===== src/rtl/lpm_pkg.sv =====
package lpm_pkg;
  // strobes handed from control to datapath
  typedef struct packed {
    logic [1:0] clrBeats;  // number of leading 4-lane beats to suppress
    logic       invLo;     // invert predicate bits of low half on completion
    logic       invHi;     // invert predicate bits of high half on completion
  } ctrlStrobe_t;

  localparam logic [3:0] BEAT_NONE   = 4'd0;
  localparam logic [3:0] BEAT_ONE    = 4'd1;
  localparam logic [3:0] BEAT_TWO    = 4'd2;
  localparam logic [3:0] BEAT_THREE  = 4'd4;
  localparam logic [3:0] BEAT_THREEB = 4'd5;
endpackage


===== src/rtl/lpm_ctrl.sv =====
module lpm_ctrl #(
  parameter int FIELD_W = 4,
  parameter int COND_W  = 8
) (
  input  logic               clk,
  input  logic               rstN,
  input  logic               wrEn,
  input  logic [FIELD_W-1:0] wrLoField,
  input  logic [FIELD_W-1:0] wrHiField,
  input  logic [COND_W-1:0]  wrCondBeat,
  input  logic               instrDone,
  output lpm_pkg::ctrlStrobe_t strobe,
  output logic [FIELD_W-1:0] loField,
  output logic [FIELD_W-1:0] hiField,
  output logic [COND_W-1:0]  condBeat,
  output logic               badBeat
);
  import lpm_pkg::*;

  localparam int CODE_W = COND_W - 4;
  localparam logic [FIELD_W-1:0] INV_THRESH = FIELD_W'(1 << (FIELD_W - 1));

  logic              beatOn;
  logic [CODE_W-1:0] beatCode;
  logic              blockOn;
  logic [COND_W-1:0] condNext;

  assign beatOn   = (condBeat[3:0] == 4'd0);
  assign beatCode = condBeat[COND_W-1:4];
  assign blockOn  = (loField != '0) || (hiField != '0);

  always_comb begin
    strobe.clrBeats = 2'd0;
    badBeat         = 1'b0;
    if (beatOn) begin
      case (beatCode)
        CODE_W'(BEAT_NONE):   strobe.clrBeats = 2'd0;
        CODE_W'(BEAT_ONE):    strobe.clrBeats = 2'd1;
        CODE_W'(BEAT_TWO):    strobe.clrBeats = 2'd2;
        CODE_W'(BEAT_THREE),
        CODE_W'(BEAT_THREEB): strobe.clrBeats = 2'd3;
        default:              badBeat = 1'b1;
      endcase
    end
    strobe.invLo = blockOn && (loField > INV_THRESH);
    strobe.invHi = blockOn && (hiField > INV_THRESH);
  end

  always_comb begin
    condNext = condBeat;
    if (beatOn) begin
      if (beatCode == CODE_W'(BEAT_THREEB)) condNext = COND_W'({CODE_W'(BEAT_ONE), 4'd0});
      else                                  condNext = '0;
    end
  end

  always_ff @(posedge clk) begin
    if (!rstN) begin
      loField  <= '0;
      hiField  <= '0;
      condBeat <= '0;
    end else if (wrEn) begin
      loField  <= wrLoField;
      hiField  <= wrHiField;
      condBeat <= wrCondBeat;
    end else if (instrDone) begin
      condBeat <= condNext;
      if (blockOn) begin
        loField <= {loField[FIELD_W-2:0], 1'b0};
        hiField <= {hiField[FIELD_W-2:0], 1'b0};
      end
    end
  end
endmodule


===== src/rtl/lpm_data.sv =====
module lpm_data #(
  parameter int LANES   = 16,
  parameter int FIELD_W = 4,
  parameter int CNT_W   = 32,
  parameter int SIZE_W  = 3
) (
  input  logic               clk,
  input  logic               rstN,
  input  logic               wrEn,
  input  logic [LANES-1:0]   wrPred,
  input  logic               instrDone,
  input  lpm_pkg::ctrlStrobe_t strobe,
  input  logic [FIELD_W-1:0] loField,
  input  logic [FIELD_W-1:0] hiField,
  input  logic [SIZE_W-1:0]  sizeCode,
  input  logic [CNT_W-1:0]   loopCount,
  output logic [LANES-1:0]   pred,
  output logic [LANES-1:0]   laneMask
);
  localparam int HALF     = LANES / 2;
  localparam int BEAT_W   = LANES / 4;
  localparam int LOG_L    = $clog2(LANES);
  localparam int LEN_W    = LOG_L + 1;

  logic [LANES-1:0] baseMask;
  logic             tailOn;
  logic [LEN_W-1:0] tailLen;
  logic [CNT_W-1:0] tailLimit;

  assign baseMask[HALF-1:0]     = (loField == '0) ? '1 : pred[HALF-1:0];
  assign baseMask[LANES-1:HALF] = (hiField == '0) ? '1 : pred[LANES-1:HALF];

  assign tailLimit = CNT_W'(LANES >> sizeCode);
  assign tailOn    = (sizeCode < SIZE_W'(LOG_L)) && (loopCount <= tailLimit);
  assign tailLen   = LEN_W'(loopCount[LEN_W-1:0] << sizeCode);

  for (genvar i = 0; i < LANES; i++) begin : g_lane
    logic keepTail;
    logic keepBeat;
    assign keepTail    = !tailOn || (LEN_W'(i) < tailLen);
    assign keepBeat    = !(2'(i / BEAT_W) < strobe.clrBeats);
    assign laneMask[i] = baseMask[i] && keepTail && keepBeat;
  end

  always_ff @(posedge clk) begin
    if (!rstN) begin
      pred <= '0;
    end else if (wrEn) begin
      pred <= wrPred;
    end else if (instrDone) begin
      pred <= pred ^ {{HALF{strobe.invHi}}, {HALF{strobe.invLo}}};
    end
  end
endmodule


===== src/rtl/lane_pred_unit.sv =====
module lane_pred_unit #(
  parameter int LANES   = 16,
  parameter int FIELD_W = 4,
  parameter int COND_W  = 8,
  parameter int CNT_W   = 32,
  parameter int SIZE_W  = 3
) (
  input  logic               clk,
  input  logic               rstN,
  input  logic               wrEn,
  input  logic [LANES-1:0]   wrPred,
  input  logic [FIELD_W-1:0] wrLoField,
  input  logic [FIELD_W-1:0] wrHiField,
  input  logic [COND_W-1:0]  wrCondBeat,
  input  logic               instrDone,
  input  logic [SIZE_W-1:0]  sizeCode,
  input  logic [CNT_W-1:0]   loopCount,
  output logic [LANES-1:0]   laneMask,
  output logic [LANES-1:0]   predOut,
  output logic [FIELD_W-1:0] loFieldOut,
  output logic [FIELD_W-1:0] hiFieldOut,
  output logic [COND_W-1:0]  condBeatOut,
  output logic               badBeat
);
  lpm_pkg::ctrlStrobe_t strobe;

  lpm_ctrl #(.FIELD_W(FIELD_W), .COND_W(COND_W)) u_ctrl (
    .clk(clk), .rstN(rstN), .wrEn(wrEn),
    .wrLoField(wrLoField), .wrHiField(wrHiField), .wrCondBeat(wrCondBeat),
    .instrDone(instrDone), .strobe(strobe),
    .loField(loFieldOut), .hiField(hiFieldOut),
    .condBeat(condBeatOut), .badBeat(badBeat)
  );

  lpm_data #(.LANES(LANES), .FIELD_W(FIELD_W), .CNT_W(CNT_W), .SIZE_W(SIZE_W)) u_data (
    .clk(clk), .rstN(rstN), .wrEn(wrEn), .wrPred(wrPred),
    .instrDone(instrDone), .strobe(strobe),
    .loField(loFieldOut), .hiField(hiFieldOut),
    .sizeCode(sizeCode), .loopCount(loopCount),
    .pred(predOut), .laneMask(laneMask)
  );
endmodule


===== config.mk =====
export PLATFORM = sky130hd
export DESIGN_NAME = lane_pred_unit
export DESIGN_NICKNAME = d
export VERILOG_FILES = /design/src/rtl/lpm_pkg.sv /design/src/rtl/lpm_ctrl.sv /design/src/rtl/lpm_data.sv /design/src/rtl/lane_pred_unit.sv
export SDC_FILE = /design/constraint.sdc
export NUM_CORES = 1
export LEC_CHECK = 0
export ABC_AREA = 1
export ABC_CLOCK_PERIOD_IN_PS = 1600
export BUFFER_PORTS_ARGS = -buffer_cell sky130_fd_sc_hd__buf_2
export CAP_MARGIN = 0
export CORE_MARGIN = 5
export CORE_UTILIZATION = 42
export CTS_CLUSTER_DIAMETER = 150
export CTS_CLUSTER_SIZE = 40
export DETAILED_ROUTE_END_ITERATION = 10
export PLACE_DENSITY_LB_ADDON = 0.1
export RECOVER_POWER = 25
export SETUP_SLACK_MARGIN = 0.02
export SLEW_MARGIN = 20
export SYNTH_ARGS = -nofsm -noshare
export SYNTH_HDL_FRONTEND = slang
export SYNTH_SLANG_ARGS = --single-unit

===== constraint.sdc =====
create_clock -name clk -period 1.6 [get_ports clk]
set_input_delay 0.24 -clock clk [delete_from_list [all_inputs] [get_ports clk]]
set_output_delay 0.24 -clock clk [all_outputs]
set_load 0.01 [all_outputs]

==> results_dict.tcl <==
set metrics [dict create \
    clkLatencyLatePin_ns 0.29 \
    cp-start-kind "input pin" \
    place_congestion 0.839 \
    cpMaxStageDelayCell "ha_4" \
    cts_buffers 5 \
    gr-total-overflow 0 \
    p_switching_mw 1.02 \
    worstPathMaxFanout 6 \
    synth_cells 423 \
    num_vias 3272 \
    synth_edf_count 0 \
    worst_setup_path_end_kind "primary output" \
    area_growth_pct 59.1 \
    ant_nets 0 \
    start_util_pct 42.6 \
    required_ns 1.36 \
    p_seq_share_pct 33.2 \
    yosys.area.top_type "dfxtp_1" \
    synthesis.area_um2 2480 \
    fin_cells 665 \
    syn_area_per_cell_um2 5.85 \
    route.detailed.drc 0 \
    yosysUniqueCellTypes 29 \
    cp_top_family "simple AND/OR/NAND/NOR gates" \
    ys_ff_latch 32 \
    cts_max_level 2 \
    postPlaceCellArea_um2 3510 \
    path_common_cell "nor2_4" \
    root_buffer "clkbuf_8" \
    grt_use_total_pct 22.5 \
    leakage_nw 1.94 \
    finalSetupViolations 16 \
    yosysWarnings 0 \
    hpwlAfterDp_um 6560 \
    hold_viol 0 \
    core_area_um2 5820 \
    die_height_um 86.8 \
    grt_pass1_vias 3057 \
    rsz0062_at_grt "yes" \
    postCtsHoldBufs 0 \
    die_w_um 86.8 \
    min_period_ns 2.09 \
    drv_slew 0 \
    synth_top_area_share_pct 25.9 \
    first_iter_violations 135 \
    setup_ws_ns -0.494 \
    pwr-share-comb_pct 42.3 \
    cts.sinks 32 \
    maxCapViolations 0 \
    power_frac_clock_pct 24.5 \
    clkTransAtPathRegs_ns 0.07 \
    intPower_mw 1.74 \
    synth_fp_nets 499 \
    final_nets 665 \
    critPathKind "input pin to primary output" \
    worst_pin_slew_ns 0.375 \
    path_buf_inv 4 \
    yosys_most_used_dff "dfxtp_1" \
    num_rows 28 \
    grt_pass1_wl_um 13900 \
    outcome "finished, violations left" \
    grt_antenna_before_repair 0 \
    cp_cell_sequence "buf_8 > nor2_4 > nand2_4 > ha_4 > inv_2 > nand2_2 > nand3_2 > inv_2 > nand3_2 > nor2_4 > nand2_8 > nor2_4 > a21oi_2 > buf_2" \
    p_per_area_nw_per_um2 699 \
    post-route-period-util_pct 131 \
    vias_per_cell 4.92 \
    routed_wl_um 8500 \
    hold_slack_ns 0.195 \
    ys_seq_area_share_pct 25.9 \
    slowest_delay_ns 0.27 \
    synthArstFlopShare_pct 0 \
    cts_tree "done" \
    port-buffer-count 119 \
    violations "setup timing" \
    slew_headroom_pct 74.8 \
    drive_gt1_share_pct 44.7 \
    vdd_ir_drop_max_uv 424 \
    dr.pass1.iters 5 \
    cts_buffer_depth 2 \
    finalClockSkew_ns 0.00649 \
    dieArea_um2 7530 \
    grt_max_degree 30 \
    crit_arrival_ns 1.85 \
    io_pins 120 \
    n_antenna_cell 0 \
    synth.area.top_cells "dfxtp_1 (26%), nand2_1 (21%), nor2_1 (7.6%)" \
    placed_cells 646 \
    fmax_mhz 478 \
    avgRoutedWirePerCell_um 12.8 \
    design_area_um2 3940 \
    hold_path_class "input pin to flip-flop" \
    swShare_pct 36.9 \
]
## power by group through the flow
stage                     registers (mW)  clock network [mW]  logic (mW)
after floorplan                    0.946                   0       0.537
after global placement             0.924                   0       0.983
after detailed placement           0.927                   0       0.999
after CTS                          0.911               0.693        1.04
after global routing               0.925               0.728        1.29
final                              0.914               0.675        1.16
## what timing repair did
| item | in CTS | in global routing |
|---|---|---|
| pin swaps | 21 | 23 |
| gates cloned | 0 | 0 |
| setup endpoints to repair | 17 | 25 |
| buffers inserted | 3 | 8 |
| gates resized for setup | 28 | 41 |
## logic make-up (layout without fill, tap and decap cells)
kind of cell	count (synthesis)	count (layout)	share of synthesized area (%)
DFF	32	32	25.9
adders and majority gates	5	5	2.53
and+or+nand+nor	264	264	48.0
buffers and inverters	58	225	9.30
AOI/OAI and AO/OA	64	64	14.4
## metal layers
layer,share of wire [%],GRT usage (%)
met1,41,27.7
met2,47,37.9
met3,11,6.46
met4,1.7,6.52
met5,0,0
## synthesized netlist by cell type (2+ instances only)
| cell type | instances |
|---|---|
| buf_2 | 5 |
| o21ai_0 | 19 |
| nand2_4 | 2 |
| nand2_2 | 7 |
| nand2_1 | 137 |
| nand3_2 | 3 |
| a31oi_1 | 16 |
| nor2_2 | 7 |
| inv_2 | 3 |
| ha_1 | 5 |
| dfxtp_1 | 32 |
| nor2_1 | 50 |
| inv_1 | 42 |
| a21oi_1 | 24 |
| or2_2 | 16 |
| nor3_1 | 6 |
| nand3_1 | 31 |
| clkbuf_1 | 5 |
| nor2_4 | 3 |
## worst min-delay path, delay by kind of cell
family,cells,cell delay (ns)
buf+inv,1,0.09
simple gates,1,0.05
compound gates,1,0.05
## sequential cells by signal, summed over array words and instances, names as in the netlist
register         cells
u_data.pred         16
u_ctrl.hiField       4
u_ctrl.loField       4
u_ctrl.condBeat      8
## cell usage in the layout, fill, tap and decap left out, types with 6 or more instances in the layout
| cell type | n |
|---|---|
| nand2_1 | 123 |
| buf_2 | 98 |
| buf_4 | 47 |
| inv_1 | 37 |
| nor2_1 | 37 |
| dfxtp_1 | 29 |
| nand3_1 | 28 |
| nand2_2 | 17 |
| clkbuf_1 | 17 |
| a31oi_1 | 16 |
| nor2_2 | 15 |
| o21ai_0 | 15 |
| or2_2 | 15 |
| a21oi_1 | 14 |
| nor2_4 | 8 |
| a21oi_2 | 8 |
| inv_2 | 7 |
| nand3_2 | 6 |
| clkbuf_8 | 6 |
| buf_6 | 6 |
## through the flow
step	setup TNS (ns)	power [mW]	setup WS [ns]	util [%]
2_1_floorplan	-1.94	1.48	-0.174	-
3_3_place_gp	-7.57	1.91	-0.510	60.4
3_5_place_dp	-7.65	1.93	-0.531	60.4
4_1_cts	-6.55	2.65	-0.451	64.2
5_1_grt	-9.03	2.94	-0.611	67.7
6_report	-6.98	2.75	-0.494	67.7
## worst paths after layout
kind	from	to	slack (ns)	cells after the start
worst max-delay path	sizeCode[2]	laneMask[14]	-0.49	14
worst min-delay path	wrCondBeat[5]	u_ctrl.condBeat[5]$_SDFFE_PN0P_	0.20	3
worst max register to register	u_ctrl.loField[0]$_SDFFE_PN0P_	u_ctrl.loField[3]$_SDFFE_PN0P_	0.19	9
worst min register to register	u_ctrl.condBeat[3]$_SDFFE_PN0P_	u_ctrl.condBeat[3]$_SDFFE_PN0P_	0.48	2
## area by class of cell
type	instances	area, um2
Sequential cell	32	644
Tap cell	75	93.8
Timing Repair Buffer	170	1020
Fill cell	568	1880
Multi-Input combinational cell	333	1900
Inverter	47	186
Clock inverter	1	7.51
Clock buffer	7	86.3
Note: power is estimated with default switching activity, not from simulation.
